==> config.mk <==
export PLATFORM = sky130hd
export DESIGN_NAME = link_rx
export DESIGN_NICKNAME = d
export VERILOG_FILES = /design/src/rtl/link_rx_pkg.sv /design/src/rtl/link_rx_sync.sv /design/src/rtl/link_rx_timer.sv /design/src/rtl/link_rx_store.sv /design/src/rtl/link_rx.sv
export SDC_FILE = /design/constraint.sdc
export NUM_CORES = 1
export LEC_CHECK = 0
export BUFFER_PORTS_ARGS = -buffer_cell sky130_fd_sc_hd__buf_2
export CAP_MARGIN = 20
export CORE_MARGIN = 5
export CORE_UTILIZATION = 50
export DETAILED_ROUTE_END_ITERATION = 8
export MAX_ROUTING_LAYER = met4
export PLACE_DENSITY = 0.69
export SLEW_MARGIN = 20
export SYNTH_ARGS = -nofsm -noshare
export SYNTH_HDL_FRONTEND = slang
export SYNTH_SLANG_ARGS = --single-unit
==> constraint.sdc <==
create_clock -name clk -period 2.1 [get_ports clk]
set_input_delay 0.42 -clock clk [delete_from_list [all_inputs] [get_ports clk]]
set_output_delay 0.42 -clock clk [all_outputs]
set_load 0.005 [all_outputs]
==> src/rtl/link_rx_pkg.sv <==
package link_rx_pkg;

    typedef enum logic [2:0] {
        ST_HUNT,
        ST_START,
        ST_FLAG,
        ST_DATA,
        ST_STOP,
        ST_DRAIN
    } rx_state_t;

    // Clock cycles per bit for a speed code; fast is the count at the top rate.
    function automatic int bit_clks(input logic [1:0] code, input int fast);
        int r;
        unique case (code)
            2'b01:   r = 4 * fast;
            2'b11:   r = fast;
            default: r = 2 * fast;
        endcase
        return r;
    endfunction

endpackage

==> src/rtl/link_rx_sync.sv <==
module link_rx_sync #(
    parameter int STAGES = 2
) (
    input  logic clk,
    input  logic rst_n,
    input  logic din,
    output logic dout,
    output logic rise
);
    logic [STAGES-1:0] chain;
    logic              last;

    always_ff @(posedge clk or negedge rst_n) begin
        if (!rst_n) begin
            chain <= '0;
            last  <= 1'b0;
        end else begin
            chain <= {chain[STAGES-2:0], din};
            last  <= chain[STAGES-1];
        end
    end

    assign dout = chain[STAGES-1];
    assign rise = chain[STAGES-1] & ~last;
endmodule

==> src/rtl/link_rx_timer.sv <==
module link_rx_timer
    import link_rx_pkg::*;
#(
    parameter int FAST_BIT_CLKS = 4,
    localparam int MAX_CLKS = 4 * FAST_BIT_CLKS,
    localparam int CW = $clog2(MAX_CLKS + 1)
) (
    input  logic       clk,
    input  logic       rst_n,
    input  logic       load,
    input  logic [1:0] speed,
    output logic       tick
);
    logic [CW-1:0] per;
    logic [CW-1:0] cnt;

    always_ff @(posedge clk or negedge rst_n) begin
        if (!rst_n) begin
            per <= CW'(2 * FAST_BIT_CLKS);
            cnt <= '0;
        end else if (load) begin
            per <= CW'(bit_clks(speed, FAST_BIT_CLKS));
            cnt <= CW'(bit_clks(speed, FAST_BIT_CLKS) / 2 - 1);
        end else if (cnt == '0) begin
            cnt <= per - CW'(1);
        end else begin
            cnt <= cnt - CW'(1);
        end
    end

    assign tick = (cnt == '0);
endmodule

==> src/rtl/link_rx_store.sv <==
module link_rx_store #(
    parameter int DATA_W = 8
) (
    input  logic              clk,
    input  logic              rst_n,
    input  logic              flag_data,
    input  logic              byte_done,
    input  logic [DATA_W-1:0] byte_in,
    input  logic              ready,
    output logic [DATA_W-1:0] data,
    output logic              valid,
    output logic              ack_send,
    output logic              park_full
);
    logic [DATA_W-1:0] park;
    logic              owed;
    logic              take;
    logic              free;
    logic              room;

    assign take = valid & ready;
    assign free = ~valid | take;
    assign room = free & ~park_full;

    always_ff @(posedge clk or negedge rst_n) begin
        if (!rst_n) begin
            data      <= '0;
            valid     <= 1'b0;
            park      <= '0;
            park_full <= 1'b0;
            owed      <= 1'b0;
            ack_send  <= 1'b0;
        end else begin
            ack_send <= (flag_data & room) | (owed & take);

            if (flag_data && !room) begin
                owed <= 1'b1;
            end else if (owed && take) begin
                owed <= 1'b0;
            end

            if (free) begin
                if (park_full) begin
                    data      <= park;
                    valid     <= 1'b1;
                    park_full <= byte_done;
                    if (byte_done) begin
                        park <= byte_in;
                    end
                end else if (byte_done) begin
                    data  <= byte_in;
                    valid <= 1'b1;
                end else begin
                    valid <= 1'b0;
                end
            end else if (byte_done) begin
                park      <= byte_in;
                park_full <= 1'b1;
            end
        end
    end
endmodule

==> src/rtl/link_rx.sv <==
module link_rx
    import link_rx_pkg::*;
#(
    parameter int FAST_BIT_CLKS = 4,
    parameter int SYNC_STAGES   = 2,
    localparam int DATA_W = 8,
    localparam int IDX_W  = $clog2(DATA_W)
) (
    input  logic              clk,
    input  logic              rst_n,
    input  logic              rx_line,
    input  logic [1:0]        speed_sel,
    output logic [DATA_W-1:0] rx_data,
    output logic              rx_valid,
    input  logic              rx_ready,
    output logic              ack_seen,
    output logic              ack_send,
    output logic              frame_err
);
    rx_state_t         state;
    rx_state_t         state_nx;
    logic              line_s;
    logic              rise;
    logic              tick;
    logic              load;
    logic              in_pkt;
    logic              flag_data;
    logic              flag_ack;
    logic              byte_ok;
    logic              byte_bad;
    logic              shift_en;
    logic [DATA_W-1:0] shreg;
    logic [IDX_W-1:0]  bit_idx;
    logic              park_full;

    link_rx_sync #(.STAGES(SYNC_STAGES)) u_sync (
        .clk  (clk),
        .rst_n(rst_n),
        .din  (rx_line),
        .dout (line_s),
        .rise (rise)
    );

    link_rx_timer #(.FAST_BIT_CLKS(FAST_BIT_CLKS)) u_timer (
        .clk  (clk),
        .rst_n(rst_n),
        .load (load),
        .speed(speed_sel),
        .tick (tick)
    );

    always_ff @(posedge clk or negedge rst_n) begin
        if (!rst_n) begin
            state <= ST_HUNT;
        end else begin
            state <= state_nx;
        end
    end

    always_comb begin
        state_nx  = state;
        load      = 1'b0;
        flag_data = 1'b0;
        flag_ack  = 1'b0;
        byte_ok   = 1'b0;
        byte_bad  = 1'b0;
        shift_en  = 1'b0;
        unique case (state)
            ST_HUNT: begin
                if (rise) begin
                    state_nx = ST_START;
                    load     = 1'b1;
                end
            end
            ST_START: begin
                if (tick) begin
                    state_nx = line_s ? ST_FLAG : ST_HUNT;
                end
            end
            ST_FLAG: begin
                if (tick) begin
                    if (line_s) begin
                        state_nx  = ST_DATA;
                        flag_data = 1'b1;
                    end else begin
                        state_nx = ST_HUNT;
                        flag_ack = 1'b1;
                    end
                end
            end
            ST_DATA: begin
                if (tick) begin
                    shift_en = 1'b1;
                    if (bit_idx == IDX_W'(DATA_W - 1)) begin
                        state_nx = ST_STOP;
                    end
                end
            end
            ST_STOP: begin
                if (tick) begin
                    if (line_s) begin
                        state_nx = ST_DRAIN;
                        byte_bad = 1'b1;
                    end else begin
                        state_nx = ST_HUNT;
                        byte_ok  = 1'b1;
                    end
                end
            end
            ST_DRAIN: begin
                if (!line_s) begin
                    state_nx = ST_HUNT;
                end
            end
            default: state_nx = ST_HUNT;
        endcase
    end

    assign in_pkt = (state != ST_HUNT) && (state != ST_DRAIN);

    always_ff @(posedge clk or negedge rst_n) begin
        if (!rst_n) begin
            shreg     <= '0;
            bit_idx   <= '0;
            ack_seen  <= 1'b0;
            frame_err <= 1'b0;
        end else begin
            ack_seen  <= flag_ack;
            frame_err <= byte_bad;
            if (flag_data) begin
                bit_idx <= '0;
            end else if (shift_en) begin
                shreg   <= {line_s, shreg[DATA_W-1:1]};
                bit_idx <= bit_idx + IDX_W'(1);
            end
        end
    end

    link_rx_store #(.DATA_W(DATA_W)) u_store (
        .clk      (clk),
        .rst_n    (rst_n),
        .flag_data(flag_data),
        .byte_done(byte_ok),
        .byte_in  (shreg),
        .ready    (rx_ready),
        .data     (rx_data),
        .valid    (rx_valid),
        .ack_send (ack_send),
        .park_full(park_full)
    );
endmodule

* Yosys cells after proc, flatten, opt, wreduce, memory -nomap -nowiden
Index checks and enable logic that the tools add are counted. W data, S select, Z words.
Word-level totals: logic and storage cells 101, input bits 6, bits in registers 49
Operators by class: multiplexer cells 41, reductions and logical operators 12, bitwise logic cells 12, add/subtract/negate cells 5, equality and inequality tests 16
Operators by type and width (count):
- $mux W8 | 5
- $mux W32 | 1
- $mux W3 | 10
- $mux W1 | 19
- $pmux W3 S6 | 1
- $ne A2 B2 Y1 const B | 7
- $mux W5 | 2
- $pmux W5 S2 | 1
- $sub A5 B1 Y5 const B | 2
- $eq A3 B3 Y1 const B | 3
- $reduce_bool A2 Y1 | 4
- $reduce_and A7 Y1 | 1
- $and A1 B1 Y1 | 6
- $eq A3 B2 Y1 const B | 2
- $add A5 B1 Y5 | 1
- $logic_not A5 Y1 | 1
- $sub A5 B2 Y5 const B | 1
- $mux W2 | 2
- $not A1 Y1 | 4
- $reduce_and A2 Y1 | 2
- $add A3 B1 Y3 const B | 1
- $eq A3 B1 Y1 const B | 1
- $logic_not A3 Y1 | 1
- $eq A2 B1 Y1 const B | 1
- 5 further kinds | 7

* Logic depth before layout (Yosys ltp)
Gate-level depths: netlist of the first run.
depth in word-level cells 9, gate-level depth with buffers 7

* Modules after synthesis
Synthesis of the first run repeated with hierarchy kept, for this count alone.
Unflattened totals: cell total of the unflattened synthesis 162, area, all modules 2087.0 um2
Modules (own cells, without submodules):
- link_rx_store | area an instance 859.6 um2, instances 1, cells an instance 57
- link_rx | area an instance 757.0 um2, instances 1, cells an instance 64
- link_rx_timer | area an instance 381.6 um2, instances 1, cells an instance 37
- link_rx_sync | area an instance 88.8 um2, instances 1, cells an instance 4

* Worst setup path before layout of the first run
Ideal clock, no wire load.
path type reg-to-reg, start register u_timer.cnt[0], end register u_store.park[5], arrival time 1.761 ns, slack 0.211 ns, data required time 1.973 ns, stages on the path, launching flop included 8, path buffers 1, path through dfrtp_1 > inv_1 > ha_1 > nor4b_4 > and3_1 > buf_4 > o21ai_2 > mux2_1
Between the ends: longest elaborated chain between the ends 6
RTL lines:
- start: declaration | line link_rx_timer.sv:15 | logic [CW-1:0] cnt;
- start signal: assignment | line link_rx_timer.sv:23 | cnt <= CW'(bit_clks(speed, FAST_BIT_CLKS) / 2 - 1);
- start signal: assignment | line link_rx_timer.sv:25 | cnt <= per - CW'(1);
- start signal: assignment | line link_rx_timer.sv:27 | cnt <= cnt - CW'(1);
- $logic_not A5 Y1 (*) | line link_rx_timer.sv:31 | assign tick = (cnt == '0);
- $mux W1 (*)
- $mux W1 (*) | line link_rx.sv:68 | unique case (state)
- $mux W8 (*)
- $mux W8
- $mux W8 (*)
- end signal: assignment | line link_rx_store.sv:48 | park <= byte_in;
- end signal: assignment | line link_rx_store.sv:57 | park <= byte_in;
- end: declaration | line link_rx_store.sv:15 | logic [DATA_W-1:0] park;
Every way passes the cells marked *; elsewhere a longest branch is shown, timed or not. The select of a mux whose other input is x is not followed. A chain may end at the register's enable or synchronous reset.

* Worst setup path after layout of the first run
start register u_timer.cnt[0], end register shreg[4]
Between the ends: longest elaborated chain between the ends 5, elaborated cells between the ends (all ways) 7, those cells by class 4 x mux; 1 x bitwise; 2 x reduce/logical
RTL lines:
- $logic_not A5 Y1 (*) | line link_rx_timer.sv:31
- $mux W1 | line link_rx.sv:81 | if (tick) begin
- $mux W1 | line link_rx.sv:68
- $not A1 Y1 (no source line)
- $reduce_and A2 Y1 (no source line) (*)
- end signal: assignment | line link_rx.sv:133 | shreg <= {line_s, shreg[DATA_W-1:1]};
- end: declaration | line link_rx.sv:32 | logic [DATA_W-1:0] shreg;
Every way passes the cells marked *; elsewhere a longest branch is shown, timed or not.

==> results.md, run 1 <==
- # fillers: between 300 and 400
- Multi-input logic area: roughly 900 µm²
- Max-Cap Viols: 0
- Clk_lat worst skew: roughly 0.30 ns
- Die Height: 75.24 µm
- Mean Syn Cell Area: 10.91 µm²
- # resized after CTS: 0
- Util after Layout: 60.01%
- Clock tree sinks: 47
- Cells after Synth: 195
- Cell Rows: 23
- Gr ovfl total: 0
- PwrDens: about 970 nW/µm²
- GRT Total Usage: between 10% and 20%
- Setup_tns: 0 ns
- CTS tree: built
- Die W: 75.24 µm
- Final HPWL from detailed placement: 3.019 mm
- Slowest-stage cell, CP: or4b_4
- CTS buffer count: 5
- Min Tclk post-route: 1.937 ns
- Setup bufs post-CTS: 0
- CTS Buffer Depth: 2
- Max incr delay on CP: ~0.50 ns
- Initial antenna violation count: 0
- Placer's final routability congestion estimate: around 0.88
- Netlist cell types: 36
- Final Hold Viols: 0
- Htree depth: 2
- Area of the die: approximately 5700 µm²
- Drt drc: 0
- CP Capture Type: flip-flop
- Register Area: 1177 µm²
- Number of global-route vias before repair: approximately 1500
- Flop2flop setup slack: 0.16 ns
- Crit Path Class: flip-flop to flip-flop
- Clock Tree Root: clkbuf_8
- Starting Density: 52.45%
- Final setup fails: 0
- Max VDD drop: 0.0004599 V
- Antenna-violating nets left: 0
- Mean routed wirelength per cell: around 16 µm
- HP Class: input port to async pin
- Worst Path Required: around 2.3 ns
- Startpoint types: flip-flop
- Sequential element share of the synthesized area: 55.32%
- Critical-path maximum fanout: 9
- Pin count of the biggest net entering global routing: 48
- Area growth syn-to-layout: 14.40%
- Leak: approximately 0.0011 µW
- Drt first pass iters: 4
- Reg2Reg Depth: 6
- Crit share post-route: 92.26%
- # IOs: 18
- Max frequency: ~520 MHz
- Worst-Margin Slew: approximately 0.65 ns
- Core area: 4058 µm²
- Final net count: approximately 230
- Status: completed
- Synth warn: 0
- Synth Cell Area: ~2100 µm²
- CP cell instances: inv_1 > ha_1 > or4b_4 > nor3_4 > nand2_4 > mux2_2
- Post-CTS Hold Buffers: 0
- Clock-pin slew on the worst setup and hold paths: about 0.09 ns
- Crit path DAT: about 2.1 ns
- RSZ-0062 raised after global routing: no
- Number of synthesized flops with an enable pin: 0
- DRT iter0 DRCs: between 100 and 150
- Vias after detailed routing: 1581
- Synth async-reset ratio: between 90% and 100%
- Prevailing post-synth register cell: dfrtp_1
- Detailed Route WL: between 4 and 5 mm
- Diodes inserted: 0
- Synth Register Bits: 47
- Max_slew headroom: 56.54%
- Via-to-Cell Ratio: between 5 and 6
- First-pass GRT wire length: 7.238 mm
- Setup Skew: ~0.012 ns
- Syn nets: about 200
- Port-buffer cells: 17
- Fin. max-slew vios: 0
- Layout cells sized above 1: between 20% and 30%
[path summary, 6_finish.rpt]
check / startpoint / endpoint
worst max-delay path: u_timer.cnt[0] / shreg[4]
worst min register to register: u_sync.chain[0] / u_sync.chain[1]
worst min-delay path: rst_n / u_store.park_full
max in group asynchronous: rst_n / u_timer.per[3]
worst max register to register: u_timer.cnt[0] / shreg[4]
min in group clk: rx_line / u_sync.chain[0]
[cells by family (layout without fill, tap and decap cells)]
group	Yosys count	after routing	synth area share, %
AO/OA/AOI/OAI	25	25	7.231
XOR/XNOR	1	1	0.4116
adder cells (fa/ha/maj)	3	3	1.764
buffers and inverters	11	37	2.175
flip-flops	47	47	55.32
multiplexers	18	18	9.406
AND/OR/NAND/NOR	90	90	23.69
[routing by layer]
metal  routed length, µm  part of all wire (%)  GRT usage, %  up-vias
met3                 253                   5.9         4.539        6
met1                1954                    46         23.13      778
met2                1999                    47         26.31       49
li1                    -                     -             -      748
met4                  53                   1.2         5.631        0
met5                   0                     0             -        -
[final cells by class]
class / instances / area share, %
clock inverter: 2 / 1.439
timing repair buffer: 25 / 6.475
sequential: 47 / 48.36
tap: 50 / 2.569
clock buffer: 6 / 3.392
inverter: 4 / 0.6166
multi-input combinational: 137 / 37.15
[critical path, delay by kind of cell, from the launching register on]
kind,cells,cell delay (ns)
flops,1,0.41
mux,1,0.30
simple gates,3,0.91
buf+inv,1,0.06
fa+ha+maj,1,0.15
[synth_stat cells (2+ instances only)]
library cell / count / area [µm²]
dfrtp_1: 46 / 1151
nand2_1: 24 / 90.09
nand3_1: 21 / 105.1
mux2_2: 15 / 168.9
o21ai_0: 10 / 50.05
nand4_1: 9 / 56.30
nand3b_1: 8 / 60.06
nor2_1: 8 / 30.03
a21oi_1: 5 / 25.02
nand2b_1: 5 / 31.28
nor2b_1: 5 / 31.28
clkbuf_1: 4 / 15.01
inv_1: 4 / 15.01
ha_1: 3 / 37.54
a32o_1: 2 / 20.02
and3_1: 2 / 12.51
mux2i_1: 2 / 20.02
nor3_1: 2 / 10.01
o22ai_1: 2 / 12.51
o31ai_1: 2 / 15.01
[sequential cells by signal, summed over array words and instances (netlist names)]
name	count
bit_idx	3
frame_err	1
u_timer.per	3
u_store.data	8
u_timer.cnt	5
u_store.valid	1
state	3
ack_seen	1
u_store.owed	1
u_sync.last	1
u_store.park_full	1
shreg	8
u_store.park	8
u_sync.chain	2
u_store.ack_send	1
[power breakdown]
group	internal [µW]	total (µW)	switching, µW	leakage (µW)
clock	385	686	301	0.0000612
sequential	1040	1180	137	0.000586
combinational	241	499	258	0.000472
[metrics by stage]
stage                     cell area, µm²  total power [µW]  hold WS [ns]  cells  setup slack [ns]
final                               2435              2364       0.08746    271            0.1626
after global routing                2435              2504        0.1072    271           0.04273
after CTS                           2435              2378       0.09339    271            0.1607
after detailed placement            2317              1694        0.3435    263            0.1756
after global placement              2317              1669        0.3385    263            0.2257
after floorplan                     2128              1532        0.1244    195            0.2114
[layout by cell type, fill, tap and decap left out, types with 3 or more instances in the layout]
cell	n
dfrtp_1	46
nand2_1	24
nand3_1	21
buf_2	17
mux2_2	15
o21ai_0	10
nand4_1	9
nor2_1	8
nand3b_1	8
buf_4	7
clkbuf_8	6
nor2b_1	5
nand2b_1	5
a21oi_1	5
inv_1	4
ha_1	3
No activity file was read; power rests on OpenSTA's default activity.
==> run 2: changes to the inputs <==
--- a/config.mk
+++ b/config.mk
@@ -7,12 +7,15 @@
 export LEC_CHECK = 0
 export BUFFER_PORTS_ARGS = -buffer_cell sky130_fd_sc_hd__buf_2
 export CAP_MARGIN = 20
+export CELL_PAD_IN_SITES_DETAIL_PLACEMENT = 0
+export CELL_PAD_IN_SITES_GLOBAL_PLACEMENT = 1
 export CORE_MARGIN = 5
-export CORE_UTILIZATION = 50
+export CORE_UTILIZATION = 48
 export DETAILED_ROUTE_END_ITERATION = 8
 export MAX_ROUTING_LAYER = met4
-export PLACE_DENSITY = 0.69
+export PLACE_DENSITY_LB_ADDON = 0.1
 export SLEW_MARGIN = 20
 export SYNTH_ARGS = -nofsm -noshare
 export SYNTH_HDL_FRONTEND = slang
+export SYNTH_HIERARCHICAL = 1
 export SYNTH_SLANG_ARGS = --single-unit
==> results.md, run 2 <==
- # IOs: 18 (unchanged)
- Gr ovfl total: 0 (unchanged)
- Area contributors post-synth: dfrtp_1 (55%), mux2_2 (17%), ha_1 (1.8%)
- Synth warn: 6 (+6)
- Placer's final routability congestion estimate: 0.7791 (-12%)
- Util after Layout: 55.19% (-4.8 points)
- Drt drc: 0 (unchanged)
- Final setup fails: 0 (unchanged)
- Cell Rows: 24 (+4.3%)
- First-pass GRT wire length: 6.444 mm (-11%)
- Die Height: 75.94 µm (+0.93%)
- Leak: 0.001200 µW (+7.3%)
- Area of the die: 5767 µm² (+1.9%)
- Drt first pass iters: 4 (unchanged)
- Commonest non-fill, non-tap cell in the layout: dfrtp_1
- Max frequency: 524.8 MHz (+1.7%)
- Dominant cell type by count on the critical path: and3_1
- Synth top area share: 55.16% (+1.1 points)
- Multi-input logic area: 852.1 µm² (-5.8%)
- Final net count: 197 (-14%)
- Status: completed
- Clock Tree Root: clkbuf_8
- Synth Cell Area: 2087 µm² (-1.9%)
- Worst Path Required: 2.28 ns (about the same)
- Part of the power in combinational logic: 22.1% (+1.0 points)
- Worst path top cell family by delay: simple AND/OR/NAND/NOR gates
- Crit share post-route: 90.74% (-1.5 points)
- Slowest-stage cell, CP: dfrtp_1
- Vias after detailed routing: 1314 (-17%)
- Number of global-route vias before repair: 1370 (-10%)
- Setup_tns: 0 ns (unchanged)
- Htree depth: 2 (unchanged)
- Clk_lat worst skew: 0.29 ns (about the same)
- Starting Density: 48.60% (-3.9 points)
- P_int: 1542 µW (-7.6%)
- Setup bufs post-CTS: 0 (unchanged)
- # resized after CTS: 0 (unchanged)
- Most frequent cells in the layout: dfrtp_1 (46), mux2_2 (32), buf_2 (17)
- CTS buffer count: 5 (unchanged)
- Min Tclk post-route: 1.906 ns (-0.03175 ns)
- Max-Cap Viols: 0 (unchanged)
- Sequential element share of the synthesized area: 56.41% (+1.1 points)
- Post-synth top area cell: dfrtp_1
- Antenna-violating nets left: 0 (unchanged)
- Syn nets: 171 (-16%)
- HP Class: input port to async pin
- Cells after Synth: 162 (-17%)
- CP bufs+invs: 0 (-1)
- Placed Cells: 233 (-11%)
- Pin count of the biggest net entering global routing: 48 (unchanged)
- Port-buffer cells: 17 (unchanged)
- Worst-Margin Slew: 0.4980 ns (-0.1515 ns)
- Synth async-reset ratio: 100.0% (unchanged)
- Diodes inserted: 0 (unchanged)
- Flop2flop setup slack: 0.19 ns (+0.03 ns)
- GRT Total Usage: 14.06% (-3.4 points)
- Registers with the most flip-flops: shreg (8), u_store/data (8), u_store/park (8)
- Core area: 4294 µm² (+5.8%)
- DRT iter0 DRCs: 111 (-0.89%)
- Netlist cell types: 39 (+8.3%)
- Seq pwr share: 52.3% (+2.4 points)
- Most frequent cells after synthesis: dfrtp_1 (46), mux2_2 (32), inv_1 (8)
- Max incr delay on CP: 0.40 ns (-0.10 ns)
- Crit Path Class: flip-flop to flip-flop
- Post-DP Area: 2270 µm² (-2.1%)
- Final HPWL from detailed placement: 2.520 mm (-17%)
- Post-CTS Hold Buffers: 0 (unchanged)
- Mean routed wirelength per cell: 15.15 µm (-3.7%)
- Clock tree sinks: 47 (unchanged)
- Die W: 75.94 µm (+0.93%)
- Total non-filler cell area in the finished layout: 2370 µm² (-2.7%)
- # fillers: 374 (+10%)
- Critical path depth: 6 (unchanged)
- Final Hold Viols: 0 (unchanged)
- Max VDD drop: 0.0004509 V (-1.9%)
- Reg2Reg Depth: 6 (unchanged)
- RSZ-0062 raised after global routing: no
- Number of synthesized flops with an enable pin: 0 (unchanged)
- CTS tree: built
- Area growth syn-to-layout: 13.55%
- CP Capture Type: flip-flop
- Crit path DAT: 2.08 ns (-0.04 ns)
- PwrDens: 922.6 nW/µm² (-5.0%)
- Sw Pwr: 644.3 µW (-7.4%)
- Via-to-Cell Ratio: 5.452 (-6.5%)
- Fin. max-slew vios: 0 (unchanged)
- Startpoint types: flip-flop
- Setup Skew: 0.006856 ns (-0.004829 ns)
- Clock share of power: 25.6% (-3.4 points)
- Prevailing post-synth register cell: dfrtp_1
- Mean Syn Cell Area: 12.88 µm² (+18%)
- Layout cells sized above 1: 38.62% (+14 points)
- Critical-path maximum fanout: 8 (-1)
- Non-filler cells, final: 241 (-11%)
- CP cell instances: nor3_2 > and3_1 > and3_1 > nor2_1 > nor2_4 > mux2_2
- Max_slew headroom: 66.80% (+10 points)
- Most frequent cell after synthesis: dfrtp_1
- Initial antenna violation count: 0 (unchanged)
- Detailed Route WL: 3.650 mm (-14%)
- Register Area: 1177 µm² (unchanged)
- Switching Fraction: 29.47% (+0.034 points)
- Clock-pin slew on the worst setup and hold paths: 0.09 ns (about the same)
- CTS Buffer Depth: 2 (unchanged)
- Synth Register Bits: 47 (unchanged)
-- run 2: final timing paths --
| kind | start | to |
|---|---|---|
| max reg2reg | u_timer/cnt[2] | u_store/data[1] |
| min in group clk | rx_line | u_sync/chain[0] |
| min reg2reg | u_sync/chain[0] | u_sync/chain[1] |
| max in group asynchronous | rst_n | u_timer/per[3] |
| min | rst_n | state[1] |
| max | u_timer/cnt[2] | u_store/data[1] |
-- run 2: cell type report --
| type | count | area share (%) |
|---|---|---|
| inverters | 8 | 1.267 |
| clock inverters | 1 | 0.3696 |
| well taps | 52 | 2.746 |
| multi-input cells | 102 | 35.96 |
| flip-flops and latches | 47 | 49.68 |
| clock buffers | 7 | 3.643 |
| repair buffers | 24 | 6.336 |
-- run 2: power by group through the flow --
stage,Combinational (µW),Clock (µW),Sequential (µW)
after global placement,463,0,1150
after floorplan,372,0,1130
final,483,559,1140
after global routing,549,616,1160
after CTS,487,582,1140
after detailed placement,483,0,1160
-- run 2: cells by family after synthesis --
logic type               after synthesis  synth area share [%]
AO/OA/AOI/OAI                         28                 8.993
XOR/XNOR                               2                0.8395
adder cells (fa/ha/maj)                4                 2.278
buffers and inverters                 13                 2.998
flip-flops                            47                 56.41
multiplexers                          32                 17.27
AND/OR/NAND/NOR                       36                 11.21
-- run 2: routing by layer --
layer / global-route usage (%) / vias to the layer above / share of wire, %
met2: 19.95 / 35 / 47
met1: 18.86 / 648 / 47
li1: - / 627 / -
met5: - / - / 0
met3: 4.739 / 4 / 5.1
met4: 4.804 / 0 / 0.79
-- run 2: worst register-to-register path: stages (launching register included) --
cell and delay (ns):
dfrtp_1 0.40, nor3_2 0.26, and3_1 0.21, and3_1 0.21
nor2_1 0.09, nor2_4 0.25, mux2_2 0.38
-- run 2: per-stage QoR --
| stage | total power, µW | setup WS, ns | hold slack [ns] |
|---|---|---|---|
| 2_1_floorplan | 1502 | 0.2060 | 0.1244 |
| 3_3_place_gp | 1616 | 0.1591 | 0.3321 |
| 3_5_place_dp | 1644 | 0.06644 | 0.3347 |
| 4_1_cts | 2213 | 0.06309 | 0.09873 |
| 5_1_grt | 2324 | 0.04359 | 0.1172 |
| 6_report | 2186 | 0.1944 | 0.08386 |
